### config.mk
export PLATFORM = sky130hd
export DESIGN_NAME = tmr_voter
export DESIGN_NICKNAME = d
export VERILOG_FILES = /design/src/rtl/tmr_voter.sv
export SDC_FILE = /design/constraint.sdc
export NUM_CORES = 1
export LEC_CHECK = 0
export ABC_AREA = 1
export BUFFER_PORTS_ARGS = -buffer_cell sky130_fd_sc_hd__buf_4
export CORE_ASPECT_RATIO = 1.2
export CORE_UTILIZATION = 50
export DETAILED_ROUTE_END_ITERATION = 6
export PLACE_DENSITY = 0.82
export SLEW_MARGIN = 20
export SYNTH_ARGS = -nofsm -noshare
export SYNTH_HDL_FRONTEND = slang
export SYNTH_SLANG_ARGS = --single-unit
### constraint.sdc
create_clock -name clk -period 2.03 [get_ports clk]
set_input_delay 0.406 -clock clk [delete_from_list [all_inputs] [get_ports clk]]
set_output_delay 0.406 -clock clk [all_outputs]
set_load 0.01 [all_outputs]
### src/rtl/tmr_voter.sv
module tmr_voter #(
  parameter int W = 16,
  parameter int CLEAR_AFTER = 4
) (
  input  logic         clk,
  input  logic         rst_n,
  input  logic [2:0]   ch_valid,
  input  logic [W-1:0] ch0_data,
  input  logic [W-1:0] ch1_data,
  input  logic [W-1:0] ch2_data,
  input  logic [2:0]   ch_ready,
  input  logic         err_detect,
  output logic         vote_valid,
  output logic [W-1:0] vote_data,
  output logic         fault_nomaj,
  output logic         fault_mismatch,
  output logic [2:0]   restart_req,
  output logic [2:0]   isolated
);
  localparam int CW = $clog2(CLEAR_AFTER + 1);
  localparam logic [CW-1:0] LAST = CW'(CLEAR_AFTER - 1);

  typedef enum logic [1:0] {H_OK, H_RESTART, H_WATCH, H_ISO} hstate_t;

  hstate_t      st  [3];
  logic [CW-1:0] cnt [3];
  logic [W-1:0] d   [3];
  logic [2:0]   part, minor, agree;
  logic         trio, fire, nomaj, pair_mm, swap;
  logic         e01, e02, e12;
  logic [1:0]   lo, hi;
  logic [W-1:0] sel;

  assign d[0] = ch0_data;
  assign d[1] = ch1_data;
  assign d[2] = ch2_data;

  assign e01 = d[0] == d[1];
  assign e02 = d[0] == d[2];
  assign e12 = d[1] == d[2];

  assign trio  = &part;
  assign fire  = (part != 3'b000) && ((ch_valid & part) == part);
  assign nomaj = trio && !e01 && !e02 && !e12;
  assign minor = trio ? {e01 && !e02, e02 && !e01, e12 && !e01} : 3'b000;

  assign lo      = part[0] ? 2'd0 : 2'd1;
  assign hi      = part[2] ? 2'd2 : 2'd1;
  assign pair_mm = !trio && (d[lo] != d[hi]);

  always_comb begin
    if (trio) sel = (e12 && !e01) ? d[1] : d[0];
    else      sel = swap ? d[hi] : d[lo];
  end

  always_ff @(posedge clk) begin
    if (!rst_n) begin
      vote_valid     <= 1'b0;
      vote_data      <= '0;
      fault_nomaj    <= 1'b0;
      fault_mismatch <= 1'b0;
      swap           <= 1'b0;
    end else begin
      vote_valid     <= fire && !nomaj;
      fault_nomaj    <= fire && nomaj;
      fault_mismatch <= fire && pair_mm;
      if (fire && !nomaj) vote_data <= sel;
      if (trio)            swap <= 1'b0;
      else if (err_detect) swap <= 1'b1;
    end
  end

  for (genvar i = 0; i < 3; i++) begin : g_ch
    assign part[i]     = (st[i] == H_OK) || (st[i] == H_WATCH);
    assign isolated[i] = st[i] == H_ISO;
    assign agree[i]    = fire && part[i] && !minor[i] && !nomaj && !pair_mm;

    always_ff @(posedge clk) begin
      if (!rst_n) begin
        st[i]          <= H_OK;
        cnt[i]         <= '0;
        restart_req[i] <= 1'b0;
      end else begin
        restart_req[i] <= fire && minor[i] && (st[i] == H_OK);
        case (st[i])
          H_OK:      if (fire && minor[i]) st[i] <= H_RESTART;
          H_RESTART: if (ch_ready[i]) begin
                       st[i]  <= H_WATCH;
                       cnt[i] <= '0;
                     end
          H_WATCH:   if (fire && minor[i]) st[i] <= H_ISO;
                     else if (agree[i]) begin
                       if (cnt[i] == LAST) begin
                         st[i]  <= H_OK;
                         cnt[i] <= '0;
                       end else begin
                         cnt[i] <= cnt[i] + 1'b1;
                       end
                     end
          default:   st[i] <= H_ISO;
        endcase
      end
    end
  end


  one_restart_chk: assert property (@(posedge clk) disable iff (!rst_n)
    $onehot0(restart_req));


  iso_sticky_chk: assert property (@(posedge clk) disable iff (!rst_n)
    (($past(isolated) & ~isolated) == 3'b000));


  single_iso_chk: assert property (@(posedge clk) disable iff (!rst_n)
    $countones(isolated) <= 1);


  nomaj_hold_chk: assert property (@(posedge clk) disable iff (!rst_n)
    fault_nomaj |-> (!vote_valid && $stable(vote_data) && restart_req == 3'b000));


  mismatch_out_chk: assert property (@(posedge clk) disable iff (!rst_n)
    fault_mismatch |-> (vote_valid && !fault_nomaj));


  restart_live_chk: assert property (@(posedge clk) disable iff (!rst_n)
    (restart_req & isolated) == 3'b000);
endmodule

# After elaboration in Yosys (flattened, before gate mapping)
# Memory sizes are Yosys's and may differ from the RTL's.
# Cells that the tools add are included.
[op_classes]
addsub = 3
magnitude_cmp = 2
n_eq_ne = 17
mux = 115
n_bitwise = 28
n_reduce_logical = 50
[op_table]
columns = ["cell", "n"]
rows = [
  ["16-bit 2-to-1 mux", 7],
  ["1-bit 2-to-1 mux", 80],
  ["16-bit binary-select mux with 2-bit select", 2],
  ["16-bit == test", 3],
  ["2-bit 2-to-1 mux", 16],
  ["3-bit 2-to-1 mux", 10],
  ["1-bit logical AND", 29],
  ["1-bit OR", 24],
  ["16-bit != test", 1],
  ["2-bit == test (second input constant)", 6],
  ["3-bit by 1-bit adder with 3-bit output (second input constant)", 3],
  ["3-bit by 2-bit == test with 1-bit output (second input constant)", 3],
  ["1-bit logical NOT", 9],
  ["3-bit OR reduction", 3],
  ["2-bit by 1-bit == test with 1-bit output (second input constant)", 3],
  ["3-bit >= comparator (second input constant)", 2],
  ["2-bit logical NOT", 3],
  ["3-bit bitwise AND", 1],
  ["3-bit == test", 1],
  ["1-bit logical OR", 3],
  ["1-bit inverter with 3-bit output", 1],
  ["2-bit inverter with 3-bit output", 1],
  ["3-bit AND reduction", 1],
  ["3-bit nonzero test", 1],
  ["2 further kinds", 2],
]
[word_totals]
reg_bits = 23
ram_bits = 15
input_bits = 57
out_inout_bits = 25
mem_count = 2
[mem_list]
columns = ["memory", "depth", "word_bits", "rd", "rd_clocked_by_memory_dff", "wr", "line_no", "source"]
rows = [
  ["cnt", 3, 3, 3, 0, 3, "26", "logic [CW-1:0] cnt [3];"],
  ["st", 3, 2, 3, 0, 3, "25", "hstate_t st [3];"],
]

# Depth between registers and ports, before layout
# Gate-level depths: netlist of the first run.
# An unclocked memory read counts as a cell.
[depth]
depth_word = 19
mapped_depth = 16

# Worst setup path after synthesis of the first run
# No wires, ideal clock.
[synth_path]
path_type = "register to register"
from = "memory st[2][0] (netlist name)"
to = "memory cnt[1][0] (netlist name) (enable)"
setup_time_ps = 306
t_arrival_ps = 1702
t_required_ps = 1724
path_slack_ps = 21
stages_incl_launch_ff = 16
n_path_buf = 2
period_less_slack_ps = 2009
path_cell_list = "edfxtp_1 buf_6 buf_6 o21ai_0 nand2_1 nand2_1 nand2_1 inv_1 nand2_1 nor2_1 nand2_1 nand2_1 nand2_1 nor2_2 nand2_1 nand3_1"
[synth_lines]
columns = ["item", "line_no"]
rows = [
  ["from (decl)", "25"],
  ["to (decl)", "26"],
]

==> flow_summary_export.csv, run 1 <==
group,metric,value,unit
layout,final_layout_size_suffix_gt1_frac,0.271,
sta,min_period,2.34,ns
pwr,peakVddDrop,587,uV
placed_design,place_ws,-0.297,ns
layout,nets,1006,
layout,regArea,911,um2
layout,layout_commonest_cell,"nand2_1",
layout,mostFrequentLayoutCells,"347 x nand2_1, 137 x buf_4, 87 x nor2_1",
drt,wl,15400,um
sta,maxSlewViolCount,0,
clocking,numClockSinks,38,
layout,fin_area,6040,um2
placed_design,place_area,5390,um2
yosys,synthTopCellsByArea,"nand2_1 31%, dfxtp_1 11%, edfxtp_1 11%, nor2_1 8.7%, o21ai_0 6.2%",
critical_path,slowest_stage,"edfxtp_1",
placed_design,place_inst,1032,
sta,hold_slack,0.389,ns
pwr,power_frac_seq,0.316,
critical_path,reg2reg_depth,15,
global_routing,antenna_found_initial,0,
pwr,p_leak,3.11,nW
global_routing,globalRouteOverflowTotal,0,
sta,rsz0062_at_grt,"true",
sta,slew_headroom,0.770,
placed_design,port-buffer-count,81,
clocking,clk_pin_slew_worst_paths,0.08,ns
global_routing,grt_pass1_wl,21500,um
yosys,ys_types,30,
drt,dr.pass1.iters,7,
sta,hold_viol,0,
yosys,yosysSeqAreaShare,0.213,
drt,dr_total_vias,5824,
layout,fill_cells,663,
layout,num_antenna_cells,0,
critical_path,cp.arrival,2.35,ns
clocking,clock_latency,0.29,ns
critical_path,worstPathMaxFanout,6,
drt,ant_nets,0,
pwr,internal_power,1.72,mW
clocking,htree_num_levels,2,
job,drv_cap,0,
critical_path,worstPathRequired,2.04,ns
run_status,failed_checks,"negative setup slack",
floorplan,die-width,86.4,um
sta,fin_tns_setup,-7.91,ns
floorplan,rows,36,
run_status,status,"finished, violations left",
yosys,yosysWarnings,0,
critical_path,slowest_delay,0.40,ns
layout,final_cells,1058,
sta,fin_crit_sh,1.15,
yosys,avgSynthCellArea,5.33,um2
floorplan,die-height,103,um
floorplan,io_pins,82,
clocking,cts_tree,"built",
worst_hold_path,hold_class,"in2reg",
worst_hold_path,hold_depth,3,
drt,drt_iter0_markers,491,
yosys,synth_area,4270,um2
pwr,switching_share,0.391,
clocking,clockBufferDepth,2,
critical_path,crit_path_end_kind,"flop",
sta,timing.fmax,0.428,GHz
pwr,netSwitchingPower,1.11,mW
critical_path,worstPathCellList,"buf_6, buf_2, nand2_1, o21ai_0, nand2_1, nand2_1, nor2_1, nand2_1, nor2_2, nand2_1, nand2_2, nand2_1, nor2_2, nand2_1, nand3_2",
drt,drcViolationCount,0,
pwr,combPwrFrac,0.494,
placed_design,dp_hpwl,10300,um
clocking,clock-root-buffer,"clkbuf_8",
yosys,yosysTopAreaCellShare,0.311,
critical_path,path_class,"reg2reg",
sta,finalSetupViolCount,44,
layout,syn_to_final_growth,41.3,%
yosys,synth_fp_nets,864,
critical_path,cp_common_cell,"nand2_1",
pwr,power_frac_clock,0.190,
clocking,cts_buffers,5,
layout,multi_input_area,3100,um2
floorplan,dieArea,8920,um2
global_routing,gr-usage-all-layers,0.300,
drt,wl_per_cell,14.5,um
global_routing,grt_max_degree,48,
layout,final_core_utilization,0.736,
sta,worst_slew_pin_slew,0.346,ns
drt,routed_via_density,5.50,
sta,clock_skew,0.0129,ns
placed_design,gp_congestion,0.917,
pwr,p_total,2.83,mW
yosys,yosysTopAreaCell,"nand2_1",
floorplan,start_util,0.521,
sta,worst_slack,-0.308,ns
global_routing,grt_pass1_vias,4937,
yosys,ys_ff_latch,38,
yosys,synth_cells,801,
pwr,powerDensity,469,nW/um2
floorplan,coreArea,8200,um2
critical_path,start_kind,"flop",
[per-layer routing]
metal	vias to the layer above	global-route usage	routed length [um]
met3	81	0.0310	1360
met1	2556	0.364	5760
met2	373	0.534	7520
li1	2814	-	-
met5	-	0	0
met4	0	0.142	724
[worst max-delay path: cells and delay by family (launching register included)]
| family | cells | cell delay [ns] |
|---|---|---|
| compound gates | 1 | 0.10 |
| buf+inv | 2 | 0.34 |
| flops | 1 | 0.40 |
| simple gates | 12 | 1.21 |
[synthesized netlist by cell type]
cell type  count
nor2_2         5
o21ai_2        3
nor3_4         1
inv_1         65
nor2_4         1
nand2_1      354
inv_2         20
nand3_1       14
nand3_2        2
nand4_1        4
nor2_8         1
nor3_1         8
clkbuf_1       9
nand2_2        1
o21ai_0       53
nor3b_1        1
dfxtp_1       23
o21ai_1       28
edfxtp_1      15
a211oi_1      12
nor3_2         3
a211o_1        1
ha_1           6
a21oi_1       45
buf_2          9
buf_4          5
buf_6          5
nor2_1        99
xor2_1         6
buf_1          2
[cells by family after synthesis]
logic type | count (synthesis) | synth area share
compound gates | 142 | 0.177
buf+inv | 115 | 0.117
xor+xnor | 6 | 0.0123
flops | 38 | 0.213
simple gates | 494 | 0.463
fa+ha+maj | 6 | 0.0176
[registers in the layout, summed over array words and instances, names as in the netlist]
| register | flops |
|---|---|
| fault_mismatch | 1 |
| fault_nomaj | 1 |
| vote_valid | 1 |
| st | 6 |
| vote_data | 16 |
| swap | 1 |
| restart_req | 3 |
| cnt | 9 |
[layout make-up]
class,count,share of cell area
sequential,38,0.151
inverter,85,0.0533
multi-input combinational,648,0.514
timing repair buffer,165,0.243
tap,114,0.0236
clock buffer,8,0.0149
[final timing paths]
kind,startpoint,to,slack (ns)
setup reg to reg,st[2][0]$_SDFFCE_PN0P_,cnt[1][2]$_SDFFCE_PN0P_,-0.31
setup / recovery,st[2][0]$_SDFFCE_PN0P_,cnt[1][2]$_SDFFCE_PN0P_,-0.31
hold reg to reg,vote_data[3]$_SDFFE_PN0P_,vote_data[3]$_SDFFE_PN0P_,0.52
hold / removal,err_detect,swap$_SDFFE_PP0P_,0.39
[power groups by stage]
| stage | Combinational [mW] | Clock, mW | Sequential, mW |
|---|---|---|---|
| finish | 1.40 | 0.537 | 0.894 |
| global placement | 1.11 | 0 | 0.905 |
| CTS | 1.18 | 0.536 | 0.892 |
| detailed placement | 1.15 | 0 | 0.907 |
| floorplan | 0.682 | 0 | 0.913 |
| global route | 1.52 | 0.572 | 0.899 |
[what timing repair did]
action                                  4_1_cts  5_1_grt
endpoints found under the setup margin       43       48
setup buffers                                 2        8
hold buffers                                  0        0
resized for setup                            20       93
pin swaps                                     1       11
cloned                                        0        8
No activity file was read; power rests on OpenSTA's default activity.
==> inputs of run 2 (changes only) <==
- ABC_AREA: 1 -> unset
- PLACE_DENSITY: 0.82 -> 0.84
==> run 2 against run 1 <==
The flow finishes with violations (design-rule violations, negative setup slack); wire length grew 27%; power grew 0.87%; final area shrank 4.2%; first-iteration DRC count grew 56%; critical path depth shrank 6; sequential share of layout area grew 0.67 points; clock-buffer cell count shrank 2.
==> flow_summary_export.csv, run 2 <==
group,metric,value,unit
run_status,status,"finished, violations left",
run_status,failed_checks,"design-rule violations, negative setup slack",
layout,fill_cells,253,
worst_hold_path,hp-start,"err_detect",
yosys,synth_fp_nets,458,
global_routing,grt_pass1_vias,4403,
sta,fin_tns_setup,-22.72,ns
pwr,peakVddDrop,391,uV
sta,min_period,2.61,ns
critical_path,path_class,"in2reg",
pwr,internal_power,1.71,mW
floorplan,rows,32,
layout,mostFrequentLayoutCells,"158 x buf_4, 45 x inv_1, 36 x nor2_1",
pwr,netSwitchingPower,1.15,mW
critical_path,cp.arrival,2.61,ns
floorplan,coreArea,6570,um2
yosys,ys_ff_latch,38,
critical_path,crit_path_end_kind,"flop",
floorplan,start_util,0.528,
drt,wl_per_cell,29.9,um
yosys,synth_area,3470,um2
drt,ant_nets,0,
clocking,clock-root-buffer,"clkbuf_8",
pwr,p_leak,2.43,nW
sta,worst_slew_pin_slew,0.589,ns
floorplan,die-height,93.3,um
worst_hold_path,hold_class,"in2reg",
sta,timing.fmax,0.384,GHz
critical_path,reg2reg_depth,8,
critical_path,rr_endpoint,"cnt[1][2]$_SDFFCE_PN0P_",
yosys,avgSynthCellArea,8.78,um2
pwr,power_frac_seq,0.312,
pwr,p_total,2.86,mW
sta,worst_slack,-0.576,ns
pwr,switching_share,0.402,
clocking,numClockSinks,38,
critical_path,worstPathRequired,2.04,ns
yosys,synth_fa_ha_area_frac,0.0216,
pwr,powerDensity,494,nW/um2
yosys,post-synth-top-count-cell,"inv_1",
yosys,yosysTopAreaCell,"dfxtp_1",
clocking,cts_buffers,5,
critical_path,worstPathCellList,"buf_4, buf_4, xor2_1, nor4_4, nand3_2, buf_6, a2111oi_4, o22ai_2, o311ai_4",
sta,maxSlewViolCount,0,
sta,fin_crit_sh,1.28,
clocking,htree_num_levels,2,
placed_design,place_inst,606,
layout,final_layout_size_suffix_gt1_frac,0.502,
layout,largestRegisters,"vote_data (16), cnt (9), st (6)",
floorplan,die-width,78.0,um
layout,layout_commonest_cell,"buf_4",
yosys,ys_types,54,
floorplan,dieArea,7280,um2
worst_hold_path,hold-path-endpoint,"swap$_SDFFE_PP0P_",
drt,dr.pass1.iters,7,
global_routing,grt_max_degree,31,
worst_hold_path,hold_depth,3,
yosys,yosysWarnings,0,
yosys,synth_top_family_by_area,"compound AO/OA/AOI/OAI gates",
pwr,power_frac_clock,0.210,
yosys,synth_common_cells,"45 x inv_1, 38 x nor2_1, 32 x xor2_1",
layout,final_cells,651,
layout,max_flop_register,"vote_data",
drt,routed_via_density,7.36,
yosys,synth_xor_area_frac,0.129,
yosys,synth-async-reset-ratio,0,
yosys,synth_mux_area_frac,0.0700,
critical_path,start_kind,"input port",
placed_design,gp_congestion,1.02,
yosys,synth-compound-area-share,0.245,
yosys,yosys.area_share.simple,0.173,
drt,drcViolationCount,1,
clocking,cts_tree,"built",
critical_path,slowest_delay,0.54,ns
global_routing,antenna_found_initial,0,
job,drv_cap,0,
clocking,postCtsHoldBufs,0,
layout,final_core_utilization,0.880,
yosys,synthTopCellsByArea,"dfxtp_1 13%, edfxtp_1 13%, xor2_1 8.1%, mux2i_1 6.3%, inv_1 4.9%",
pwr,combPwrFrac,0.478,
layout,largest_reg_flops,16,
critical_path,rrSetupSlack,-0.50,ns
placed_design,port-buffer-count,81,
global_routing,grt_pass1_wl,22700,um
sta,clock_skew,0.0143,ns
drt,drt_iter0_markers,766,
global_routing,globalRouteOverflowTotal,0,
layout,nets,628,
critical_path,rr_startpoint,"st[0][0]$_SDFFCE_PP1P_",
placed_design,dp_hpwl,7980,um
sta,slew_headroom,0.606,
sta,rsz0062_at_grt,"true",
global_routing,gr-usage-all-layers,0.414,
placed_design,place_ws,-0.552,ns
drt,dr_total_vias,4790,
yosys,yosysSeqAreaShare,0.263,
yosys,synth_edf_count,15,
drt,wl,19500,um
clocking,clock_latency,0.33,ns
clocking,clockBufferDepth,2,
critical_path,cp_common_cell,"buf_4",
yosys,yosysTopAreaCellShare,0.133,
critical_path,critPathLaunch,"ch2_data[8]",
sta,hold_viol,0,
layout,num_antenna_cells,0,
clocking,clk_pin_slew_worst_paths,0.09,ns
yosys,synth_flop_cell,"dfxtp_1",
sta,finalSetupViolCount,49,
critical_path,worstPathMaxFanout,2,
yosys,synth_cells,395,
layout,syn_to_final_growth,66.6,%
critical_path,slowest_stage,"a2111oi_4",
floorplan,io_pins,82,
==> run 2: per-layer routing <==
| metal | part of all wire | vias to the layer above | track usage |
|---|---|---|---|
| met3 | 0.12 | 259 | 0.0985 |
| met1 | 0.31 | 2193 | 0.430 |
| li1 | - | 1784 | - |
| met2 | 0.43 | 554 | 0.727 |
| met4 | 0.13 | 0 | 0.296 |
| met5 | 0 | - | 0 |
==> run 2: cells by family after synthesis <==
kind of cell / count (synthesis)
buffers and inverters: 71
DFF: 38
xor gates and xnor gates: 51
adders and majority gates: 6
AOI/OAI and AO/OA: 97
muxes: 24
and+or+nand+nor: 108
==> run 2: worst max path at each step <==
stage                                    endpoint  slack, ns  depth (start not counted)
after floorplan           cnt[1][0]$_SDFFCE_PN0P_      -0.23                          6
after global placement    cnt[1][2]$_SDFFCE_PN0P_      -0.47                          6
after detailed placement   st[0][1]$_SDFFCE_PP1P_      -0.55                          7
after CTS                  st[2][1]$_SDFFCE_PN0P_      -0.22                          6
after global routing      cnt[0][2]$_SDFFCE_PN0P_      -0.60                          9
final                      st[1][1]$_SDFFCE_PP1P_      -0.58                          9
==> run 2: critical path: cells and delay by family <==
family / cells / cell delay (ns)
xor+xnor: 1 / 0.19
simple gates: 2 / 0.71
buf+inv: 3 / 0.43
compound gates: 3 / 0.86
==> run 2: final cells by class <==
type | count | area (um2) | area share
Clock inverter | 2 | 12.5 | 0.00216
Clock buffer | 6 | 82.6 | 0.0143
Timing Repair Buffer | 189 | 1640 | 0.284
Multi-Input combinational cell | 286 | 2860 | 0.494
Sequential cell | 38 | 911 | 0.158
Tap cell | 85 | 106 | 0.0184
Inverter | 45 | 169 | 0.0292
==> run 2: stage by stage <==
step                      area, um2  hold WS [ns]
final                          5780         0.383
after global routing           5780         0.433
after CTS                      5290         0.347
after detailed placement       4670         0.450
after global placement         4670         0.447
after floorplan                3540         0.473
==> run 2: timing repair <==
item	4_1_cts	5_1_grt
setup endpoints to repair	47	50
pin swaps	27	18
gates resized for setup	52	58
cloned	2	1
setup buffers	22	15
==> run 2: power groups by stage <==
stage	Clock (mW)	Combinational, mW	Sequential, mW
5_1_grt	0.619	1.41	0.894
2_1_floorplan	0	0.495	0.907
4_1_cts	0.567	1.06	0.880
3_5_place_dp	0	0.917	0.902
3_3_place_gp	0	0.890	0.899
6_report	0.599	1.37	0.891
